<file path="src/rtl/gpio_port_pkg.sv">
package gpio_port_pkg;
  localparam int unsigned BUS_AW = 8;

  localparam logic [BUS_AW-1:0] OFS_LEVEL = 8'h20;
  localparam logic [BUS_AW-1:0] OFS_OUT   = 8'h21;
  localparam logic [BUS_AW-1:0] OFS_DRV   = 8'h22;
  localparam logic [BUS_AW-1:0] OFS_FLAG  = 8'h23;
  localparam logic [BUS_AW-1:0] OFS_POL   = 8'h24;
  localparam logic [BUS_AW-1:0] OFS_IEN   = 8'h25;
  localparam logic [BUS_AW-1:0] OFS_FN0   = 8'h26;
  localparam logic [BUS_AW-1:0] OFS_PULL  = 8'h27;
  localparam logic [BUS_AW-1:0] OFS_FN1   = 8'h41;

  typedef enum logic [1:0] {
    FN_GPIO = 2'b00,
    FN_PRI  = 2'b01,
    FN_RSVD = 2'b10,
    FN_SEC  = 2'b11
  } pin_fn_e;
endpackage

</file>
<file path="src/rtl/gpio_in_sync.sv">
module gpio_in_sync #(
  parameter int unsigned W      = 8,
  parameter int unsigned STAGES = 2
) (
  input  logic         clk,
  input  logic         rst,
  input  logic [W-1:0] pin_raw,
  output logic [W-1:0] level,
  output logic [W-1:0] rise,
  output logic [W-1:0] fall
);
  localparam int unsigned ARM_LEN = STAGES + 1;

  logic [W-1:0]       chain [STAGES];
  logic [W-1:0]       prev_q;
  logic [ARM_LEN-1:0] arm_q;
  logic               armed;

  always_ff @(posedge clk) begin
    if (rst) begin
      for (int k = 0; k < STAGES; k++) chain[k] <= '0;
      prev_q <= '0;
      arm_q  <= '0;
    end else begin
      chain[0] <= pin_raw;
      for (int k = 1; k < STAGES; k++) chain[k] <= chain[k-1];
      prev_q <= chain[STAGES-1];
      arm_q  <= {arm_q[ARM_LEN-2:0], 1'b1};
    end
  end

  assign armed = arm_q[ARM_LEN-1];
  assign level = chain[STAGES-1];
  assign rise  = armed ? (level & ~prev_q) : '0;
  assign fall  = armed ? (~level & prev_q) : '0;
endmodule

</file>
<file path="src/rtl/gpio_edge_flags.sv">
module gpio_edge_flags #(
  parameter int unsigned W = 8
) (
  input  logic         clk,
  input  logic         rst,
  input  logic [W-1:0] rise,
  input  logic [W-1:0] fall,
  input  logic [W-1:0] pol,
  input  logic         sw_wr,
  input  logic [W-1:0] sw_data,
  output logic [W-1:0] flag
);
  for (genvar b = 0; b < W; b++) begin : g_bit
    logic hit;
    logic flag_q;
    assign hit = pol[b] ? fall[b] : rise[b];
    always_ff @(posedge clk) begin
      if (rst)        flag_q <= 1'b0;
      else if (hit)   flag_q <= 1'b1;
      else if (sw_wr) flag_q <= sw_data[b];
    end
    assign flag[b] = flag_q;
  end
endmodule

</file>
<file path="src/rtl/gpio_port_regs.sv">
module gpio_port_regs
  import gpio_port_pkg::*;
#(
  parameter int unsigned W = 8
) (
  input  logic              clk,
  input  logic              rst,
  input  logic [BUS_AW-1:0] addr,
  input  logic              wr,
  input  logic [W-1:0]      wdata,
  input  logic [W-1:0]      level,
  input  logic [W-1:0]      flag,
  output logic              flag_wr,
  output logic [W-1:0]      out_q,
  output logic [W-1:0]      drv_q,
  output logic [W-1:0]      pol_q,
  output logic [W-1:0]      ien_q,
  output logic [W-1:0]      fn0_q,
  output logic [W-1:0]      fn1_q,
  output logic [W-1:0]      pull_q,
  output logic [W-1:0]      rdata
);
  assign flag_wr = wr && (addr == OFS_FLAG);

  // output latch keeps its value across reset
  always_ff @(posedge clk) begin
    if (wr && addr == OFS_OUT) out_q <= wdata;
  end

  always_ff @(posedge clk) begin
    if (rst) begin
      drv_q  <= '0;
      pol_q  <= '0;
      ien_q  <= '0;
      fn0_q  <= '0;
      fn1_q  <= '0;
      pull_q <= '0;
    end else if (wr) begin
      case (addr)
        OFS_DRV:  drv_q  <= wdata;
        OFS_POL:  pol_q  <= wdata;
        OFS_IEN:  ien_q  <= wdata;
        OFS_FN0:  fn0_q  <= wdata;
        OFS_FN1:  fn1_q  <= wdata;
        OFS_PULL: pull_q <= wdata;
        default: ;
      endcase
    end
  end

  always_ff @(posedge clk) begin
    if (rst) rdata <= '0;
    else begin
      case (addr)
        OFS_LEVEL: rdata <= level;
        OFS_OUT:   rdata <= out_q;
        OFS_DRV:   rdata <= drv_q;
        OFS_FLAG:  rdata <= flag;
        OFS_POL:   rdata <= pol_q;
        OFS_IEN:   rdata <= ien_q;
        OFS_FN0:   rdata <= fn0_q;
        OFS_FN1:   rdata <= fn1_q;
        OFS_PULL:  rdata <= pull_q;
        default:   rdata <= '0;
      endcase
    end
  end
endmodule

</file>
<file path="src/rtl/gpio_byte_port.sv">
module gpio_byte_port
  import gpio_port_pkg::*;
#(
  parameter int unsigned W           = 8,
  parameter int unsigned SYNC_STAGES = 2
) (
  input  logic              clk,
  input  logic              rst,
  input  logic [BUS_AW-1:0] bus_addr,
  input  logic              bus_wr,
  input  logic [W-1:0]      bus_wdata,
  output logic [W-1:0]      rd_data,
  input  logic [W-1:0]      pin_in,
  output logic [W-1:0]      pin_out,
  output logic [W-1:0]      pin_oe,
  output logic [W-1:0]      pull_en,
  output logic [W-1:0]      pull_up,
  output logic [W-1:0]      alt_pri,
  output logic [W-1:0]      alt_sec,
  output logic              irq
);
  logic [W-1:0] level_w, rise_w, fall_w, flag_w;
  logic [W-1:0] out_w, drv_w, pol_w, ien_w, fn0_w, fn1_w, pull_w;
  logic         flag_wr_w;
  logic [W-1:0] pri_d, sec_d;

  gpio_in_sync #(.W(W), .STAGES(SYNC_STAGES)) u_sync (
    .clk(clk), .rst(rst), .pin_raw(pin_in),
    .level(level_w), .rise(rise_w), .fall(fall_w)
  );

  gpio_port_regs #(.W(W)) u_regs (
    .clk(clk), .rst(rst), .addr(bus_addr), .wr(bus_wr), .wdata(bus_wdata),
    .level(level_w), .flag(flag_w), .flag_wr(flag_wr_w),
    .out_q(out_w), .drv_q(drv_w), .pol_q(pol_w), .ien_q(ien_w),
    .fn0_q(fn0_w), .fn1_q(fn1_w), .pull_q(pull_w), .rdata(rd_data)
  );

  gpio_edge_flags #(.W(W)) u_flags (
    .clk(clk), .rst(rst), .rise(rise_w), .fall(fall_w), .pol(pol_w),
    .sw_wr(flag_wr_w), .sw_data(bus_wdata), .flag(flag_w)
  );

  for (genvar b = 0; b < W; b++) begin : g_fn
    pin_fn_e code;
    assign code     = pin_fn_e'({fn1_w[b], fn0_w[b]});
    assign pri_d[b] = (code == FN_PRI);
    assign sec_d[b] = (code == FN_SEC);
  end

  assign pin_out = out_w;
  assign pin_oe  = drv_w;

  always_ff @(posedge clk) begin
    if (rst) begin
      pull_en <= '0;
      pull_up <= '0;
      alt_pri <= '0;
      alt_sec <= '0;
      irq     <= 1'b0;
    end else begin
      pull_en <= pull_w;
      pull_up <= pull_w & out_w;
      alt_pri <= pri_d;
      alt_sec <= sec_d;
      irq     <= |(flag_w & ien_w);
    end
  end
endmodule

</file>
<file path="config.mk">
export PLATFORM = sky130hd
export DESIGN_NAME = gpio_byte_port
export DESIGN_NICKNAME = d
export VERILOG_FILES = /design/src/rtl/gpio_port_pkg.sv /design/src/rtl/gpio_in_sync.sv /design/src/rtl/gpio_edge_flags.sv /design/src/rtl/gpio_port_regs.sv /design/src/rtl/gpio_byte_port.sv
export SDC_FILE = /design/constraint.sdc
export NUM_CORES = 1
export LEC_CHECK = 0
export BUFFER_PORTS_ARGS = -buffer_cell sky130_fd_sc_hd__buf_2
export CAP_MARGIN = 20
export CORE_MARGIN = 2
export CORE_UTILIZATION = 50
export CTS_CLUSTER_DIAMETER = 150
export DETAILED_ROUTE_END_ITERATION = 7
export PLACE_DENSITY = 0.78
export SLEW_MARGIN = 20
export SYNTH_ARGS = -nofsm -noshare
export SYNTH_HDL_FRONTEND = slang
export SYNTH_SLANG_ARGS = --single-unit
</file>
<file path="constraint.sdc">
create_clock -name clk -period 2 [get_ports clk]
set_input_delay 0.5 -clock clk [delete_from_list [all_inputs] [get_ports clk]]
set_output_delay 0.5 -clock clk [all_outputs]
set_load 0.02 [all_outputs]
</file>
Word-level counts from Yosys, hierarchy flattened
Memory sizes are Yosys's and may differ from the RTL's.
Index checks and enable logic that the tools add are counted.
- logic and storage cells: 108
- bits in writable memories: 16
- input bits: 27
- register bits: 116
- memories kept: 1
- output and inout bits: 57
- memory list (memory ; words ; bits a word ; rd ports ; clocked after memory_dff ; write ports ; line ; text):
    u_sync.chain ; 2 ; 8 ; 2 ; 0 ; 2 ; gpio_in_sync.sv:14 ; logic [W-1:0] chain [STAGES];
- reduce and logical (&&, ||, !) cells: 17
- muxes and demuxes: 33
- bitwise gates (word level): 8
- eq/ne operators: 25
- operator list (operator ; number):
    $pmux W8 S9 ; 1
    $eq A8 B6 Y1 const B ; 8
    $and A8 B8 Y8 ; 4
    $mux W8 ; 4
    $mux W1 ; 28
    $eq A2 B1 Y1 const B ; 8
    $eq A2 B2 Y1 const B ; 8
    $not A8 Y8 ; 2
    $reduce_bool A2 Y1 ; 8
    $reduce_and A2 Y1 ; 6
    $eq A8 B7 Y1 const B ; 1
    $reduce_or A8 Y1 ; 1
    $logic_and A1 B1 Y1 ; 2
    $or A1 B1 Y1 ; 2

Depth between registers and ports, before layout
An unclocked memory read counts as a cell.
- word-level depth: 6
- mapped depth: 7
- mapped depth without buffers: 4

Hierarchy
Synthesis repeated with hierarchy kept, for this count alone.
- cell total of the unflattened synthesis: 510
- area total of the unflattened synthesis: 5457.7 sq um
- by module, submodules not included (module ; seq. area each (sq um) ; area each (sq um) ; instances ; cells an instance):
    gpio_port_regs ; 1361.3 ; 3108.0 ; 1 ; 315
    gpio_byte_port ; 660.6 ; 959.7 ; 1 ; 72
    gpio_in_sync ; 540.5 ; 954.7 ; 1 ; 81
    gpio_edge_flags ; 160.2 ; 435.4 ; 1 ; 42

Least setup slack after synthesis
No wires, ideal clock.
- path type: input port to flip-flop
- from: input port bus_addr[2]
- to: register u_regs.rdata[1]
- data required time: 1.919 ns
- setup slack: 0.153 ns
- cell stages on the path: 6
- data arrival time: 1.767 ns
- cell sequence: buf_2 > nor4b_4 > a21oi_2 > or3_1 > buf_2 > a41oi_1
- cells in the longest elaborated chain, start to end: 2
- elaborated cells on any way between the ends: 10
- ends and longest elaborated chain (item ; line ; text):
    from (decl) ; gpio_byte_port.sv:9 ; input logic [BUS_AW-1:0] bus_addr,
    $eq A8 B6 Y1 / $eq A8 B7 Y1 (equally long branches) ; gpio_port_regs.sv:54 ; case (addr)
    $pmux W8 S9 (*) ; gpio_port_regs.sv:54 ;
    to (signal assigned) ; gpio_port_regs.sv:55 ; OFS_LEVEL: rdata <= level;
    to (signal assigned) ; gpio_port_regs.sv:56 ; OFS_OUT: rdata <= out_q;
    to (signal assigned) ; gpio_port_regs.sv:57 ; OFS_DRV: rdata <= drv_q;
    to (decl) ; gpio_port_regs.sv:21 ; output logic [W-1:0] rdata
Every way passes the cells marked *; elsewhere a longest branch is shown, timed or not.
A chain may end at the register's enable or synchronous reset.

Final worst setup path
- from: register u_regs.out_q[2]
- to: output port pin_out[2]
- RTL lines (item ; line ; text):
    from (decl) ; gpio_port_regs.sv:14 ; output logic [W-1:0] out_q,
    from (signal assigned) ; gpio_port_regs.sv:27 ; if (wr && addr == OFS_OUT) out_q <= wdata;
    to (decl) ; gpio_byte_port.sv:14 ; output logic [W-1:0] pin_out,
No word-level cell between the ends.

==> summary.txt <==
Outcome
  – Run status: complete, no violations

Logic synthesis
  – Mean cell area of the mapped netlist: between 10 and 15 sq um
  – Count of flip-flops with a built-in enable after synthesis: 8
  – Share of Yosys cell area claimed by the top area cell type: 0.486
  – Post-synth net total: 495
  – Top cells by area, synth: sky130_fd_sc_hd__dfxtp_1, sky130_fd_sc_hd__mux2i_1, sky130_fd_sc_hd__edfxtp_1
  – Fraction of synthesis flops using an asynchronous set or reset pin: 0
  – Most common library cells after synthesis: sky130_fd_sc_hd__dfxtp_1, sky130_fd_sc_hd__mux2i_1, sky130_fd_sc_hd__nor2_1
  – Syn Inst Count: 468
  – Prevailing post-synth register cell: sky130_fd_sc_hd__dfxtp_1
  – Most frequent cell after synthesis: sky130_fd_sc_hd__dfxtp_1
  – Cell taking the most area after synthesis: sky130_fd_sc_hd__dfxtp_1
  – Netlist area before placement: slightly above 5000 sq um
  – Sequential share of the synthesized area: 0.533
  – Flops & latches, synth: roughly 130
  – Number of library cell types mapped by synthesis: 47
  – Count of synthesis-stage warnings from yosys: 0

Global route
  – Largest net degree at the start of global routing: 56
  – Vias in the first global route: 3,969
  – Sum of overflow across all layers after global routing: 0
  – Initial antenna violation count: 0
  – Wire length of the first global-routing pass: 21,800 microns
  – Total routing resource utilization after global routing: 0.261

Die
  – Row count: 36
  – Floorplan die width: 105 microns
  – Placeable Area: 9860 sq um
  – Initial core utilization: 0.518
  – IO Pins: between 80 and 90
  – Floorplan die area: 11,000 sq um
  – Die Span Y: 105 microns

Critical path
  – Number of buffers and inverters on the critical path: 1
  – Maximum net fanout on the critical path: 3
  – Crit path arrival time: 1.15 ns
  – Kind of end point of the critical path: primary output
  – Critical setup path kind: reg -> out
  – RR Endpoint: u_regs.rdata[0]
  – Dominant delay contributor by cell family on the critical path: flip-flops
  – Slowest cell delay on critical path: 0.43 ns
  – Worst path cell trace: buf_2
  – Slack of the worst reg-to-reg path: approximately 0.60 ns
  – Startpoint of the worst-slack reg-to-reg timing path: u_flags.g_bit[0].flag_q
  – Critical path data required time: 1.50 ns
  – Standard cell with the maximum stage delay on the critical path: sky130_fd_sc_hd__edfxtp_1
  – Startpoint types: flop
  – Number of cell instances on the worst register-to-register path: 4

Pwr
  – Post-route total power: 6.28 mW
  – Worst-case vdd ir drop: 0.568 mV
  – Pwr Density: 968 nW/um^2
  – Leakage: 3.11 nW

STA
  – Final period util: 0.825
  – Final count of negative-setup-slack endpoints: 0
  – Tmin final: around 1.7 ns
  – Setup clock skew after layout: 0.00582 ns
  – Number of hold-slack violations in the final timing report: 0
  – Worst slew margin relative to its limit: 0.739
  – Slew at the pin closest to its max-slew limit: 0.388 ns
  – Sum Neg Setup Slack: 0 ns
  – Timing-limited maximum frequency: 606 MHz
  – RSZ-0062 raised after global routing: no
  – Final Max Tran Viols: 0

Clock network
  – Root Buffer Master: sky130_fd_sc_hd__clkbuf_8
  – Number of buffers added by the clock tree synthesis step: 17
  – CTS HTree Levels: 4
  – Post-cts repair resize count: 0
  – Worst-path clk slew: around 0.060 ns
  – Clock Path Buffers: 2
  – Clock sinks: 132
  – Insertion delay to the later sink of the worst-skew pair: 0.52 ns
  – CTS Hold Buffers Added: 0
  – Number of buffers inserted to repair setup after CTS: 0
  – Clock tree from TritonCTS: done

Finish
  – Antenna fix cells: 0
  – Sequential Area: approximately 2700 sq um
  – # fillers: 804
  – Multi-input gate area in the final layout: 2260 sq um
  – Layout overhead on the synthesized area: 27.0%
  – Post-layout net count: 605
  – Utilization after layout: 0.657
  – Fraction of layout cells with a size suffix above 1: 0.283

Flow run
  – Number of violations of the max-capacitance limit: 0

Hold path
  – Worst Hold Depth: 2
  – HP Start: pin_in[3]
  – Hold Path Sink: u_sync.chain[0][3]
  – Worst min path class: in -> reg

Placed design
  – Routability-driven placement congestion ratio: around 0.89
  – Dpl hpwl: 9740 microns
  – Buffers added on ports: 83

Routing
  – Average wire per standard cell: between 15 and 20 microns
  – Count of nets left with antenna violations after detail routing: 0
  – DRC marker count from the first detailed-route iteration: roughly 170
  – Vias per inst: around 5.6
  – Overall via count from detail_route: 4,054
  – Final wirelength: 13,700 microns
  – Count of unresolved DRC violations after routing: 0
  – Pre-antenna DRT Iters: 4
-- placed cells by master (no fill, tap or decap), types with 4 or more instances in the layout --
master	synthesis	layout
sky130_fd_sc_hd__dfxtp_1	124	124
sky130_fd_sc_hd__buf_2	8	83
sky130_fd_sc_hd__mux2i_1	68	68
sky130_fd_sc_hd__nor2_1	52	52
sky130_fd_sc_hd__nor2b_1	37	37
sky130_fd_sc_hd__buf_4	0	28
sky130_fd_sc_hd__nor3b_1	17	17
sky130_fd_sc_hd__clkbuf_16	0	17
sky130_fd_sc_hd__nand3_1	14	14
sky130_fd_sc_hd__o21ai_0	12	12
sky130_fd_sc_hd__a21oi_1	12	12
sky130_fd_sc_hd__and2_1	11	11
sky130_fd_sc_hd__and3_1	10	10
sky130_fd_sc_hd__mux2_2	10	10
sky130_fd_sc_hd__a22oi_1	9	9
sky130_fd_sc_hd__and3b_1	9	9
sky130_fd_sc_hd__edfxtp_1	8	8
sky130_fd_sc_hd__nand2_1	4	4
sky130_fd_sc_hd__clkinv_4	0	4
sky130_fd_sc_hd__bufinv_16	0	4
-- through the flow --
step                      setup WS (ns)  hold WS, ns  cell area (sq um)  instances
after detailed placement       -0.00483        0.427               5850        692
after global placement          0.00391        0.417               5850        692
after global routing              0.296        0.163               6480        724
after floorplan                   0.153        0.414               5100        468
after CTS                         0.330        0.161               6480        724
final                             0.349        0.179               6480        724
-- sequential cells by signal, indices dropped and copies added, names as in the netlist --
signal and cells:
u_regs.pull_q 8, alt_sec 8, u_flags.g_bit.flag_q 8, u_regs.ien_q 8, u_regs.rdata 8, alt_pri 8, u_regs.fn1_q 8, pull_up 8
u_sync.arm_q 3, u_regs.out_q 8, u_regs.pol_q 8, irq 1, u_regs.drv_q 8, u_regs.fn0_q 8, u_sync.chain 16, u_sync.prev_q 8
pull_en 8
-- per-layer routing --
| layer | part of all wire | GRT usage | vias to the layer above |
|---|---|---|---|
| li1 | - | - | 1895 |
| met1 | 0.46 | 0.351 | 1972 |
| met4 | 0.024 | 0.119 | 0 |
| met3 | 0.053 | 0.0499 | 26 |
| met5 | 0 | 0 | - |
| met2 | 0.46 | 0.405 | 161 |
-- report_power, final --
part	internal, mW	switching (mW)
combinational	0.103	0.160
sequential	2.68	0.0171
clock	2.12	1.20
total	4.90	1.37
-- worst max-delay path by stage --
| stage | cells past startpoint | from | endpoint |
|---|---|---|---|
| 6_report | 1 | u_regs.out_q[2] | pin_out[2] |
| 5_1_grt | 1 | u_regs.out_q[2] | pin_out[2] |
| 4_1_cts | 1 | u_regs.out_q[2] | pin_out[2] |
| 3_5_place_dp | 5 | bus_addr[7] | u_regs.rdata[0] |
| 3_3_place_gp | 5 | bus_addr[7] | u_regs.rdata[0] |
| 2_1_floorplan | 6 | bus_addr[2] | u_regs.rdata[1] |
-- final cells by class --
type / instances / area share
clock inverter: 13 / 0.0301
tap: 133 / 0.0257
sequential: 132 / 0.420
timing repair buffer: 114 / 0.106
multi-input combinational: 311 / 0.349
inverter: 2 / 0.00116
clock buffer: 19 / 0.0683
-- logic make-up (layout without fill, tap and decap cells) --
group / after synthesis / count (layout) / synth area share
buffers and inverters: 25 / 148 / 0.0233
AOI/OAI and AO/OA: 53 / 53 / 0.0706
DFF: 132 / 132 / 0.533
and+or+nand+nor: 179 / 179 / 0.213
muxes: 79 / 79 / 0.160
-- worst reg2reg max path, stage by stage, from the launching register on --
cell and delay, ns:
sky130_fd_sc_hd__dfxtp_1 0.42, sky130_fd_sc_hd__mux2i_1 0.12, sky130_fd_sc_hd__o22ai_1 0.23, sky130_fd_sc_hd__a22oi_1 0.14
sky130_fd_sc_hd__a2111oi_1 0.37
(Power assumes the default switching activity.)
